File: config.mk
export PLATFORM = sky130hd
export DESIGN_NAME = spi_master_core
export DESIGN_NICKNAME = d
export VERILOG_FILES = /design/src/rtl/spi_pkg.sv /design/src/rtl/spi_clk_div.sv /design/src/rtl/spi_shift_engine.sv /design/src/rtl/spi_master_core.sv
export SDC_FILE = /design/constraint.sdc
export NUM_CORES = 1
export LEC_CHECK = 0
export BUFFER_PORTS_ARGS = -buffer_cell sky130_fd_sc_hd__buf_2
export CAP_MARGIN = 20
export CORE_MARGIN = 4
export CORE_UTILIZATION = 53
export DETAILED_ROUTE_END_ITERATION = 10
export PLACE_DENSITY = 0.76
export SYNTH_ARGS = -nofsm -noshare
export SYNTH_HDL_FRONTEND = slang
export SYNTH_SLANG_ARGS = --single-unit
File: constraint.sdc
create_clock -name clk -period 2 [get_ports clk]
set_input_delay 0.4 -clock clk [delete_from_list [all_inputs] [get_ports clk]]
set_output_delay 0.4 -clock clk [all_outputs]
set_load 0.02 [all_outputs]
File: src/rtl/spi_pkg.sv
package spi_pkg;

    localparam int HALF_W = 7;

    typedef struct packed {
        logic [1:0] spare;
        logic       dbl;
        logic [1:0] rate;
        logic       cpha;
        logic       cpol;
        logic       men;
    } ctrl_t;

    // half serial period minus one, in system clocks
    function automatic logic [HALF_W-1:0] half_minus1(input logic dbl, input logic [1:0] rate);
        logic [HALF_W:0] div;
        if (rate == 2'd3) div = dbl ? 8'd64 : 8'd128;
        else              div = (dbl ? 8'd2 : 8'd4) << {rate, 1'b0};
        return HALF_W'((div >> 1) - 8'd1);
    endfunction

endpackage

File: src/rtl/spi_clk_div.sv
module spi_clk_div #(
    parameter int HALF_W = 7
) (
    input  logic              clk,
    input  logic              rst_n,
    input  logic              run,
    input  logic [HALF_W-1:0] half_m1,
    output logic              tick
);
    typedef struct packed {
        logic [HALF_W-1:0] cnt;
    } div_state_t;

    div_state_t state_d, state_q;

    always_comb begin
        state_d = state_q;
        tick    = 1'b0;
        if (!run) begin
            state_d.cnt = half_m1;
        end else if (state_q.cnt == '0) begin
            tick        = 1'b1;
            state_d.cnt = half_m1;
        end else begin
            state_d.cnt = state_q.cnt - 1'b1;
        end
    end

    always_ff @(posedge clk or negedge rst_n) begin
        if (!rst_n) state_q <= '0;
        else        state_q <= state_d;
    end
endmodule

File: src/rtl/spi_shift_engine.sv
module spi_shift_engine #(
    parameter int DATA_W = 8
) (
    input  logic              clk,
    input  logic              rst_n,
    input  logic              start,
    input  logic              abort,
    input  logic              tick,
    input  logic              cpha_in,
    input  logic              cpol_in,
    input  logic [DATA_W-1:0] tx_in,
    input  logic              miso,
    output logic              busy,
    output logic              sclk,
    output logic              mosi,
    output logic [DATA_W-1:0] rx,
    output logic              last_edge
);
    localparam int EDGES = 2 * DATA_W;
    localparam int EW    = $clog2(EDGES);

    typedef struct packed {
        logic              busy;
        logic              ph;
        logic              cpha;
        logic              cpol;
        logic [EW-1:0]     edge_n;
        logic [DATA_W-1:0] tx_sh;
        logic [DATA_W-1:0] rx;
        logic              mosi;
    } eng_state_t;

    eng_state_t state_d, state_q;
    logic       leading;

    always_comb begin
        state_d   = state_q;
        leading   = ~state_q.edge_n[0];
        last_edge = state_q.busy && tick && (state_q.edge_n == EW'(EDGES - 1));
        if (abort) begin
            state_d.busy = 1'b0;
            state_d.ph   = 1'b0;
        end else if (start) begin
            state_d.busy   = 1'b1;
            state_d.ph     = 1'b0;
            state_d.edge_n = '0;
            state_d.cpha   = cpha_in;
            state_d.cpol   = cpol_in;
            state_d.rx     = '0;
            if (!cpha_in) begin
                state_d.mosi  = tx_in[DATA_W-1];
                state_d.tx_sh = tx_in << 1;
            end else begin
                state_d.tx_sh = tx_in;
            end
        end else if (state_q.busy && tick) begin
            state_d.ph     = ~state_q.ph;
            state_d.edge_n = state_q.edge_n + 1'b1;
            if (leading ^ state_q.cpha) begin
                state_d.rx = {state_q.rx[DATA_W-2:0], miso};
            end else if (state_q.cpha || !last_edge) begin
                state_d.mosi  = state_q.tx_sh[DATA_W-1];
                state_d.tx_sh = state_q.tx_sh << 1;
            end
            if (last_edge) state_d.busy = 1'b0;
        end
    end

    always_ff @(posedge clk or negedge rst_n) begin
        if (!rst_n) state_q <= '0;
        else        state_q <= state_d;
    end

    assign busy = state_q.busy;
    assign sclk = state_q.busy ? (state_q.cpol ^ state_q.ph) : cpol_in;
    assign mosi = state_q.mosi;
    assign rx   = state_q.rx;
endmodule

File: src/rtl/spi_master_core.sv
module spi_master_core
    import spi_pkg::*;
#(
    parameter int DATA_W = 8
) (
    input  logic              clk,
    input  logic              rst_n,
    input  logic              wr_en,
    input  logic              rd_en,
    input  logic [1:0]        addr,
    input  logic [DATA_W-1:0] wdata,
    output logic [DATA_W-1:0] rdata,
    output logic              sclk,
    output logic              mosi,
    input  logic              miso,
    input  logic              ss_n_in,
    input  logic              ss_dir_in
);
    localparam logic [1:0] A_CTRL = 2'd0;
    localparam logic [1:0] A_STAT = 2'd1;
    localparam logic [1:0] A_DATA = 2'd2;

    typedef struct packed {
        ctrl_t             ctrl;
        logic              done;
        logic              coll;
        logic              arm;
        logic [HALF_W-1:0] half_l;
    } core_state_t;

    core_state_t       state_d, state_q;
    logic              busy, tick, last_edge, fault, start, wr_data, data_touch;
    logic              ctrl_men, ctrl_cpol, done_flag, coll_flag;
    logic [HALF_W-1:0] half_live, half_sel;
    logic [DATA_W-1:0] rx_byte;

    assign half_live = half_minus1(state_q.ctrl.dbl, state_q.ctrl.rate);
    assign half_sel  = busy ? state_q.half_l : half_live;

    always_comb begin
        state_d    = state_q;
        wr_data    = wr_en && (addr == A_DATA);
        data_touch = (wr_en || rd_en) && (addr == A_DATA);
        fault      = state_q.ctrl.men && ss_dir_in && !ss_n_in;
        start      = wr_data && state_q.ctrl.men && !busy && !fault;

        if (wr_en && (addr == A_CTRL)) state_d.ctrl = ctrl_t'(wdata);
        if (start) state_d.half_l = half_live;

        if (rd_en && (addr == A_STAT) && state_q.done) state_d.arm = 1'b1;
        if (state_q.arm && data_touch) begin
            state_d.done = 1'b0;
            state_d.coll = 1'b0;
            state_d.arm  = 1'b0;
        end
        if (wr_data && busy) state_d.coll = 1'b1;
        if (last_edge) state_d.done = 1'b1;
        if (fault) begin
            state_d.ctrl.men = 1'b0;
            state_d.done     = 1'b1;
        end
    end

    always_ff @(posedge clk or negedge rst_n) begin
        if (!rst_n) state_q <= '0;
        else        state_q <= state_d;
    end

    spi_clk_div #(.HALF_W(HALF_W)) u_div (
        .clk    (clk),
        .rst_n  (rst_n),
        .run    (busy),
        .half_m1(half_sel),
        .tick   (tick)
    );

    spi_shift_engine #(.DATA_W(DATA_W)) u_eng (
        .clk      (clk),
        .rst_n    (rst_n),
        .start    (start),
        .abort    (fault),
        .tick     (tick),
        .cpha_in  (state_q.ctrl.cpha),
        .cpol_in  (state_q.ctrl.cpol),
        .tx_in    (wdata),
        .miso     (miso),
        .busy     (busy),
        .sclk     (sclk),
        .mosi     (mosi),
        .rx       (rx_byte),
        .last_edge(last_edge)
    );

    always_comb begin
        case (addr)
            A_CTRL:  rdata = DATA_W'(state_q.ctrl);
            A_STAT:  rdata = {state_q.done, state_q.coll, {(DATA_W-2){1'b0}}};
            A_DATA:  rdata = rx_byte;
            default: rdata = '0;
        endcase
    end

    assign ctrl_men  = state_q.ctrl.men;
    assign ctrl_cpol = state_q.ctrl.cpol;
    assign done_flag = state_q.done;
    assign coll_flag = state_q.coll;
endmodule

==> flow_metrics.py, run 1 <==
metrics = {
    "logic_synthesis": {
        "async_flop_share_pct": 100.0,
        "synth_cells": 252,
        "synthFlopType": "dfrtp_1",
        "synth_compound_area_share_pct": 11.80,
        "synth_fp_nets": 272,
        "synth_top_family_by_area": "simple AND/OR/NAND/NOR gates",
        "ys_warn_count": 0,
        "synth_xor_area_share_pct": 2.039,
        "ys_seq_area_share_pct": 48.54,
        "syn-cell-area_um2": 2577,
        "yosys.area_share.simple_pct": 17.52,
        "avgSynthCellArea_um2": 10.23,
        "synth_edf_count": 0,
        "synthMuxAreaShare_pct": 15.87,
        "synthAdderAreaFrac_pct": 1.456,
        "yosys.cell_types.count": 42,
        "ys_ff_latch": 50,
    },
    "final_layout": {
        "final_net_count": 307,
        "utilization_pct": 62.91,
        "area_delta_synth_final_pct": 15.29,
        "instances_no_fill": 353,
        "layout_commonest_cell": "dfrtp_1",
        "drive_above_1_share_pct": 27.27,
        "diodes": 0,
        "most-common-layout-cells": "dfrtp_1 (50), nor2_1 (30), buf_2 (26)",
    },
    "setup_path": {
        "arrival_ns": 2.03,
        "worstPathCellList": "nor4_4, nand3_4, o21ai_1, nand2_2, mux2_2",
        "crit_path_start_kind": "flop",
        "crit_path_max_fanout": 9,
        "slowest_delay_ns": 0.44,
        "cp.required_ns": 2.19,
        "r2r_cells": 5,
        "cp_top_family": "simple AND/OR/NAND/NOR gates",
        "reg2reg_from": "u_div.state_q[4]",
        "r2r_setup_slack_ns": 0.16,
        "reg2reg_to": "u_eng.state_q[13]",
        "cp-end-kind": "flop",
        "path_class": "reg -> reg",
        "worst-path-buf-inv": 0,
        "crit_slowest_cell": "dfrtp_1",
    },
    "die": {
        "start_util_pct": 54.57,
        "row_count": 25,
        "core_area_um2": 4723,
        "dieArea_um2": 6043,
        "ios": 27,
        "die_w_um": 77.74,
        "die_h_um": 77.74,
    },
    "global_routing": {
        "busiest_layer": "met1",
        "grt_pass1_vias": 1836,
        "grt.total_usage_pct": 18.98,
        "gr-usage-met2_pct": 27.65,
        "grtUsageMet3_pct": 4.640,
        "grt_pass1_wl_um": 8956,
        "use_met1_pct": 28.24,
        "grt_max_degree": 51,
        "antenna_found_initial": 0,
        "grt_overflow_total": 0,
    },
    "sta": {
        "fin_crit_sh_pct": 92.05,
        "setup_tns_ns": 0,
        "worstMarginPinSlew_ns": 0.5419,
        "max_slew_margin_pct": 63.88,
        "setup_viol": 0,
        "holdWs_ns": 0.07078,
        "finalClockSkew_ns": 0.008249,
        "max_freq_ghz": 0.5432,
        "slew_viol_final": 0,
        "rsz0062_at_grt": "false",
        "fin_crit_ns": 1.841,
        "finalHoldViolCount": 0,
    },
    "power": {
        "irDropWorstVdd_mv": 0.5871,
        "p_leak_uw": 0.001384,
        "power_uw": 3068,
        "power_density_nw_per_um2": 1032,
    },
    "clock_network": {
        "cts_buffers": 5,
        "cts_hold_buf": 0,
        "clockRootBuffer": "clkbuf_8",
        "clock_latency_ns": 0.30,
        "clkTransAtPathRegs_ns": 0.09,
        "cts_max_level": 2,
        "cts_tree": "yes",
        "cts.sinks": 50,
        "clockBufferDepth": 2,
    },
    "drt": {
        "drt_iter0_markers": 123,
        "vias": 1878,
        "avgViaCountPerCell": 5.320,
        "routed_wl_um": 5060,
        "wl_per_cell_um": 14.33,
        "ant_nets": 0,
        "dr.pass1.iters": 4,
        "drcViolationCount": 0,
    },
    "placed_design": {
        "placement.io_buffers": 26,
        "gp_congestion": 0.7821,
        "hpwl_um": 3768,
        "place_inst": 346,
    },
    "outcome": {
        "status": "complete, no violations",
    },
    "job": {
        "drv_cap": 0,
    },
    "hold_path": {
        "holdCritPathClass": "in -> async",
    },
}
==> where the power goes <==
part	leakage, uW	internal [uW]	total, uW	switching (uW)
Clock	0.0000431	267	574	306
Combinational	0.000703	455	936	481
Sequential	0.000638	1300	1560	258
==> worst max path at each step <==
stage	start	to	slack (ns)	depth (start not counted)
global route	u_div.state_q[4]	u_eng.state_q[20]	0.01	5
global placement	u_div.state_q[1]	u_eng.state_q[11]	0.03	7
finish	u_div.state_q[4]	u_eng.state_q[13]	0.16	5
floorplan	u_div.state_q[0]	u_eng.rx[0]	0.12	7
detailed placement	u_div.state_q[0]	u_eng.state_q[11]	-0.07	7
CTS	u_div.state_q[1]	u_eng.state_q[20]	0.08	7
==> cell usage after synthesis, drive strengths merged (2+ instances only) <==
cell type  instances  area share [%]
buf                5            0.83
o211ai             3            0.87
mux2i             24             9.3
o21ai             18             3.5
dfrtp             50              49
nand2             24             3.5
clkbuf             6            0.92
mux2              15             6.6
nor2              38             6.3
nand3              5             1.5
a32o               2            0.78
inv                7             1.0
a31oi              3            0.73
o31ai              2            0.58
xnor2              4             1.4
nor3b              3             1.5
nor2b              5             1.2
ha                 3             1.5
a21oi             17             3.3
xor2               2            0.68
==> flip-flops by register name, summed over array words and instances, names as in the netlist <==
| name | cells |
|---|---|
| coll_flag | 1 |
| ctrl_men | 1 |
| u_eng.rx | 8 |
| u_eng.busy | 1 |
| done_flag | 1 |
| u_eng.state_q | 15 |
| u_eng.mosi | 1 |
| u_div.state_q | 7 |
| state_q | 14 |
| ctrl_cpol | 1 |
==> timing repair <==
| action | 4_1_cts | 5_1_grt |
|---|---|---|
| gates resized for setup | 2 | 2 |
| endpoints found under the hold margin | 0 | 0 |
| pin swaps | 0 | 1 |
| setup endpoints to repair | 8 | 16 |
| buffers inserted | 0 | 1 |
==> layer usage <==
metal  wire, um  up-vias
li1           -      945
met1       2408      893
met2       2364       35
met3        230        5
met4         58        0
met5          0        -
==> layout make-up <==
class,instances,area [um2]
Clock buffer,6,82.58
Sequential cell,50,1251
Timing Repair Buffer,39,265.3
Multi-Input combinational cell,184,1262
Inverter,7,26.28
Fill cell,396,1752
Tap cell,67,83.83
==> cell families (layout without fill, tap and decap cells) <==
group           count (synthesis)  count (layout)
buf+inv                        18              52
fa+ha+maj                       3               3
mux                            39              39
flops                          50              50
xor+xnor                        6               6
simple gates                   86              86
compound gates                 50              50
==> through the flow <==
stage / cell area [um2] / setup slack (ns)
after floorplan: 2577 / 0.1226
after global placement: 2874 / 0.02962
after detailed placement: 2874 / -0.07425
after CTS: 2959 / 0.07964
after global routing: 2972 / 0.01379
final: 2972 / 0.1590
No activity file was read; power rests on OpenSTA's default activity.
==> run 2: changes to the inputs <==
CORE_ASPECT_RATIO = 1.1   (was not set)
==> run 2 against run 1 <==
  * Wire length grew 2.5%
  * Largest cell class unchanged
  * Combinational power up 2.2%
  * Utilization is 0.41 points higher
  * Maximum frequency shrank 3.0%
  * Clock power barely moved
  * Cell count shrank 2.3%
  * Worst setup slack lost 0.057 ns
==> flow_metrics.py, run 2 (synthesized netlist as in run 1, its figures left out) <==
metrics = {
    "clock_network": {
        "clockBufferDepth": 2,
        "cts_tree": "yes",
        "cts_hold_buf": 0,
        "clkTransAtPathRegs_ns": 0.09,
        "clockRootBuffer": "clkbuf_8",
        "cts.sinks": 50,
        "clock_latency_ns": 0.30,
        "cts_buffers": 5,
        "cts_max_level": 2,
    },
    "final_layout": {
        "fin_area_um2": 2967,
        "instances_no_fill": 345,
        "fillers": 419,
        "final_net_count": 310,
        "most-common-layout-cells": "dfrtp_1 (49), nor2_1 (30), buf_2 (26)",
        "regMostFlops": "u_eng.state_q",
        "diodes": 0,
        "drive_above_1_share_pct": 28.03,
        "area_delta_synth_final_pct": 15.10,
        "layout_commonest_cell": "dfrtp_1",
        "largest_register_ffs": 15,
    },
    "global_routing": {
        "grt.total_usage_pct": 19.33,
        "grt_max_degree": 30,
        "antenna_found_initial": 0,
        "grt_pass1_wl_um": 8783,
        "grt_pass1_vias": 1862,
        "grt_overflow_total": 0,
    },
    "setup_path": {
        "arrival_ns": 2.13,
        "slowest_delay_ns": 0.44,
        "crit_slowest_cell": "dfrtp_2",
        "worst-path-buf-inv": 1,
        "crit_path_start_kind": "flop",
        "reg2reg_from": "u_div.state_q[3]",
        "path_depth": 6,
        "r2r_cells": 6,
        "crit_path_max_fanout": 4,
        "path_class": "reg -> reg",
        "worstPathCellList": "nor4_4, nand3_4, buf_4, nand2b_1, or3_1, a21oi_1",
        "reg2reg_to": "u_eng.state_q[20]",
        "crit_start": "u_div.state_q[3]",
        "cp_top_family": "simple AND/OR/NAND/NOR gates",
        "cp.required_ns": 2.23,
        "crit_end": "u_eng.state_q[20]",
        "r2r_setup_slack_ns": 0.10,
        "cp-end-kind": "flop",
    },
    "sta": {
        "holdWs_ns": 0.05868,
        "worst_slack_ns": 0.1018,
        "finalClockSkew_ns": 0.008199,
        "worstMarginPinSlew_ns": 0.5457,
        "setup_tns_ns": 0,
        "fin_crit_sh_pct": 94.91,
        "slew_viol_final": 0,
        "max_freq_ghz": 0.5268,
        "max_slew_margin_pct": 63.62,
        "setup_viol": 0,
        "fin_crit_ns": 1.898,
        "finalHoldViolCount": 0,
    },
    "die": {
        "ios": 27,
        "die_w_um": 74.49,
        "start_util_pct": 55.02,
        "row_count": 26,
        "core_area_um2": 4684,
        "die_h_um": 81.14,
        "dieArea_um2": 6044,
    },
    "placed_design": {
        "dpl_cell_area_um2": 2870,
        "gp_congestion": 0.8288,
        "dp_worst_setup_slack_ns": -0.04878,
        "placement.io_buffers": 26,
        "hpwl_um": 3932,
        "place_inst": 338,
    },
    "drt": {
        "ant_nets": 0,
        "avgViaCountPerCell": 5.551,
        "vias": 1915,
        "dr.pass1.iters": 4,
        "wl_per_cell_um": 15.03,
        "drcViolationCount": 0,
        "drt_iter0_markers": 114,
        "routed_wl_um": 5184,
    },
    "outcome": {
        "status": "complete, no violations",
    },
    "power": {
        "p_leak_uw": 0.001394,
        "power_density_nw_per_um2": 1038,
        "irDropWorstVdd_mv": 0.5292,
    },
    "hold_path": {
        "holdCritPathClass": "in -> async",
    },
    "job": {
        "drv_cap": 0,
    },
}
[run 2: report_power, final]
part | total, uW | switching [uW] | internal, uW
clock network | 572 | 305 | 267
registers | 1550 | 250 | 1300
logic | 957 | 496 | 461
[run 2: worst reg2reg max path, stage by stage (launching register included)]
cell      delay [ns]
dfrtp_2         0.44
nor4_4          0.43
nand3_4         0.14
buf_4           0.16
nand2b_1        0.16
or3_1           0.35
a21oi_1         0.14
[run 2: cell type report]
type                            instances  area, um2  area share [%]
Multi-Input combinational cell        184       1260           42.47
Sequential cell                        50       1252           42.22
Timing Repair Buffer                   42      275.3           9.279
Clock buffer                            6      82.58           2.784
Tap cell                               56      70.07           2.362
Inverter                                7      26.28          0.8857
[run 2: timing repair]
action,4_1_cts,5_1_grt
buffers inserted,0,1
setup endpoints to repair,7,14
gates resized for setup,1,3
[run 2: worst min-delay path by stage]
stage,to,cells past startpoint
2_1_floorplan,coll_flag,0
3_3_place_gp,u_div.state_q[4],1
3_5_place_dp,u_div.state_q[5],1
4_1_cts,u_div.state_q[5],1
5_1_grt,u_div.state_q[5],1
6_report,u_div.state_q[5],1
[run 2: stage by stage]
step | util, % | total power, uW
after detailed placement | 61.27 | 2520
after global placement | 61.27 | 2465
final | 63.33 | 3081
after global routing | 63.33 | 3320
after floorplan | - | 2200
after CTS | 63.09 | 3095
[run 2: per-layer routing]
metal / GRT usage, % / share of wire (%)
met1: 25.32 / 44
met2: 31.99 / 51
met3: 3.837 / 3.1
met4: 6.406 / 1.5
met5: 0 / 0
==> run 3: changes to the inputs <==
CAP_MARGIN = 10   (was 20)
CORE_UTILIZATION = 45   (was 53)
PLACE_DENSITY = 0.66   (was 0.76)
==> run 3 against run 2 <==
  * Register-to-register slack lost 0.04 ns
  * Sequential power is essentially flat
  * Wire length grew 1.5%
  * Sequential share of layout area shrank 1.5 points
  * Total power grew 5.1%
  * Worst setup slack lost 0.042 ns
  * Clock power grew 26%
  * Via count grew 0.31%
  * Clock-buffer cell count is the same
  * Critical path type unchanged
  * Critical endpoint is now u_eng.rx[3]
  * Largest power group unchanged
==> flow_metrics.py, run 3 (synthesized netlist as in run 1, its figures left out) <==
metrics = {
    "final_layout": {
        "area_delta_synth_final_pct": 19.32,
        "final_net_count": 314,
        "drive_above_1_share_pct": 30.27,
        "layout_commonest_cell": "dfrtp_1",
        "fin_area_um2": 3075,
        "fillers": 505,
        "most-common-layout-cells": "dfrtp_1 (49), nor2_1 (30), buf_2 (26)",
        "instances_no_fill": 369,
        "regMostFlops": "u_eng.state_q",
        "largest_register_ffs": 15,
        "diodes": 0,
    },
    "placed_design": {
        "dpl_cell_area_um2": 2909,
        "place_inst": 359,
        "gp_congestion": 0.7966,
        "hpwl_um": 3933,
        "placement.io_buffers": 26,
    },
    "drt": {
        "dr.pass1.iters": 4,
        "wl_per_cell_um": 14.27,
        "ant_nets": 0,
        "drcViolationCount": 0,
        "avgViaCountPerCell": 5.206,
        "drt_iter0_markers": 70,
        "routed_wl_um": 5264,
        "vias": 1921,
    },
    "outcome": {
        "status": "complete, no violations",
    },
    "sta": {
        "finalClockSkew_ns": 0.01141,
        "rsz0062_at_grt": "true",
        "fin_crit_sh_pct": 96.99,
        "finalHoldViolCount": 0,
        "slew_viol_final": 0,
        "fin_crit_ns": 1.940,
        "max_slew_margin_pct": 56.97,
        "setup_viol": 0,
        "max_freq_ghz": 0.5155,
        "worstMarginPinSlew_ns": 0.6454,
    },
    "global_routing": {
        "antenna_found_initial": 0,
        "grt_max_degree": 51,
        "grt_pass1_wl_um": 9266,
        "grt_overflow_total": 0,
        "grt.total_usage_pct": 17.02,
        "grt_pass1_vias": 1942,
    },
    "power": {
        "power_uw": 3239,
        "p_leak_uw": 0.001432,
        "irDropWorstVdd_mv": 0.5204,
        "power_density_nw_per_um2": 1053,
    },
    "setup_path": {
        "crit_path_start_kind": "flop",
        "path_class": "reg -> reg",
        "arrival_ns": 2.13,
        "crit_path_max_fanout": 8,
        "cp-end-kind": "flop",
        "cp.required_ns": 2.19,
    },
    "die": {
        "dieArea_um2": 7004,
        "die_h_um": 87.38,
        "core_area_um2": 5465,
        "die_w_um": 80.16,
        "row_count": 28,
        "ios": 27,
        "start_util_pct": 47.16,
    },
    "job": {
        "drv_cap": 0,
    },
    "clock_network": {
        "cts_tree": "yes",
        "cts.sinks": 50,
        "clockBufferDepth": 2,
        "clockRootBuffer": "clkbuf_8",
        "cts_buffers": 5,
        "clkTransAtPathRegs_ns": 0.09,
        "clock_latency_ns": 0.30,
        "cts_max_level": 2,
    },
    "hold_path": {
        "holdCritPathClass": "in -> async",
    },
}
## run 3: cell types whose count changed in the layout (fill, tap and decap cells not counted), sizes merged
cell	change
buf	+4
bufinv	+1
## run 3: area by class of cell
class | instances | area, um2 | share of cell area (%)
well taps | 75 | 93.84 | 3.051
clock buffers | 6 | 82.58 | 2.685
inverters | 7 | 26.28 | 0.8544
clock inverters | 1 | 30.03 | 0.9764
flip-flops and latches | 50 | 1252 | 40.72
repair buffers | 46 | 305.3 | 9.927
multi-input cells | 184 | 1285 | 41.78
## run 3: final timing paths
| path | from | endpoint | slack (ns) | cells after the start |
|---|---|---|---|---|
| setup reg to reg | u_div.state_q[4] | u_eng.rx[3] | 0.06 | 7 |
| max in group asynchronous | rst_n | u_div.state_q[4] | 1.35 | 2 |
| setup / recovery | u_div.state_q[4] | u_eng.rx[3] | 0.06 | 7 |
| hold reg to reg | state_q[3] | state_q[3] | 0.50 | 2 |
| min in group clk | wdata[5] | state_q[15] | 0.34 | 3 |
| hold / removal | rst_n | state_q[4] | 0.20 | 2 |
## run 3: routing by layer
layer	share of wire, %	GRT usage [%]	vias to the layer above
li1	-	-	960
met1	46	23.07	923
met2	49	27.86	33
met3	3.8	3.623	5
met4	1.0	4.147	0
met5	0	0	-
## run 3: where the power goes
part / leakage [uW] / switching, uW / internal, uW
logic: 0.000738 / 504 / 478
clock network: 0.0000573 / 322 / 400
registers: 0.000637 / 233 / 1300
total: 0.00143 / 1060 / 2180
## run 3: critical path, cell delays in order, from the launching register on
cell	delay (ns)
dfrtp_2	0.44
nor4_4	0.41
nand3_4	0.15
buf_12	0.15
a211oi_4	0.23
buf_12	0.17
mux2i_1	0.23
nor2_2	0.05
## run 3: what timing repair did
action	CTS	global route
hold buffers	0	0
buffers inserted	0	3
gates resized for setup	2	6
pin swaps	0	3
endpoints found under the setup margin	11	16
## run 3: stage by stage
step / setup slack, ns / hold WS, ns / setup TNS [ns] / util [%]
detailed placement: -0.02301 / 0.4748 / -0.1197 / 53.23
finish: 0.06014 / 0.1987 / 0 / 56.27
floorplan: 0.1226 / 0.1044 / 0 / -
global placement: 0.07339 / 0.4613 / 0 / 53.23
CTS: 0.03356 / 0.2149 / 0 / 55.38
global route: -0.03473 / 0.2518 / -0.3849 / 56.27
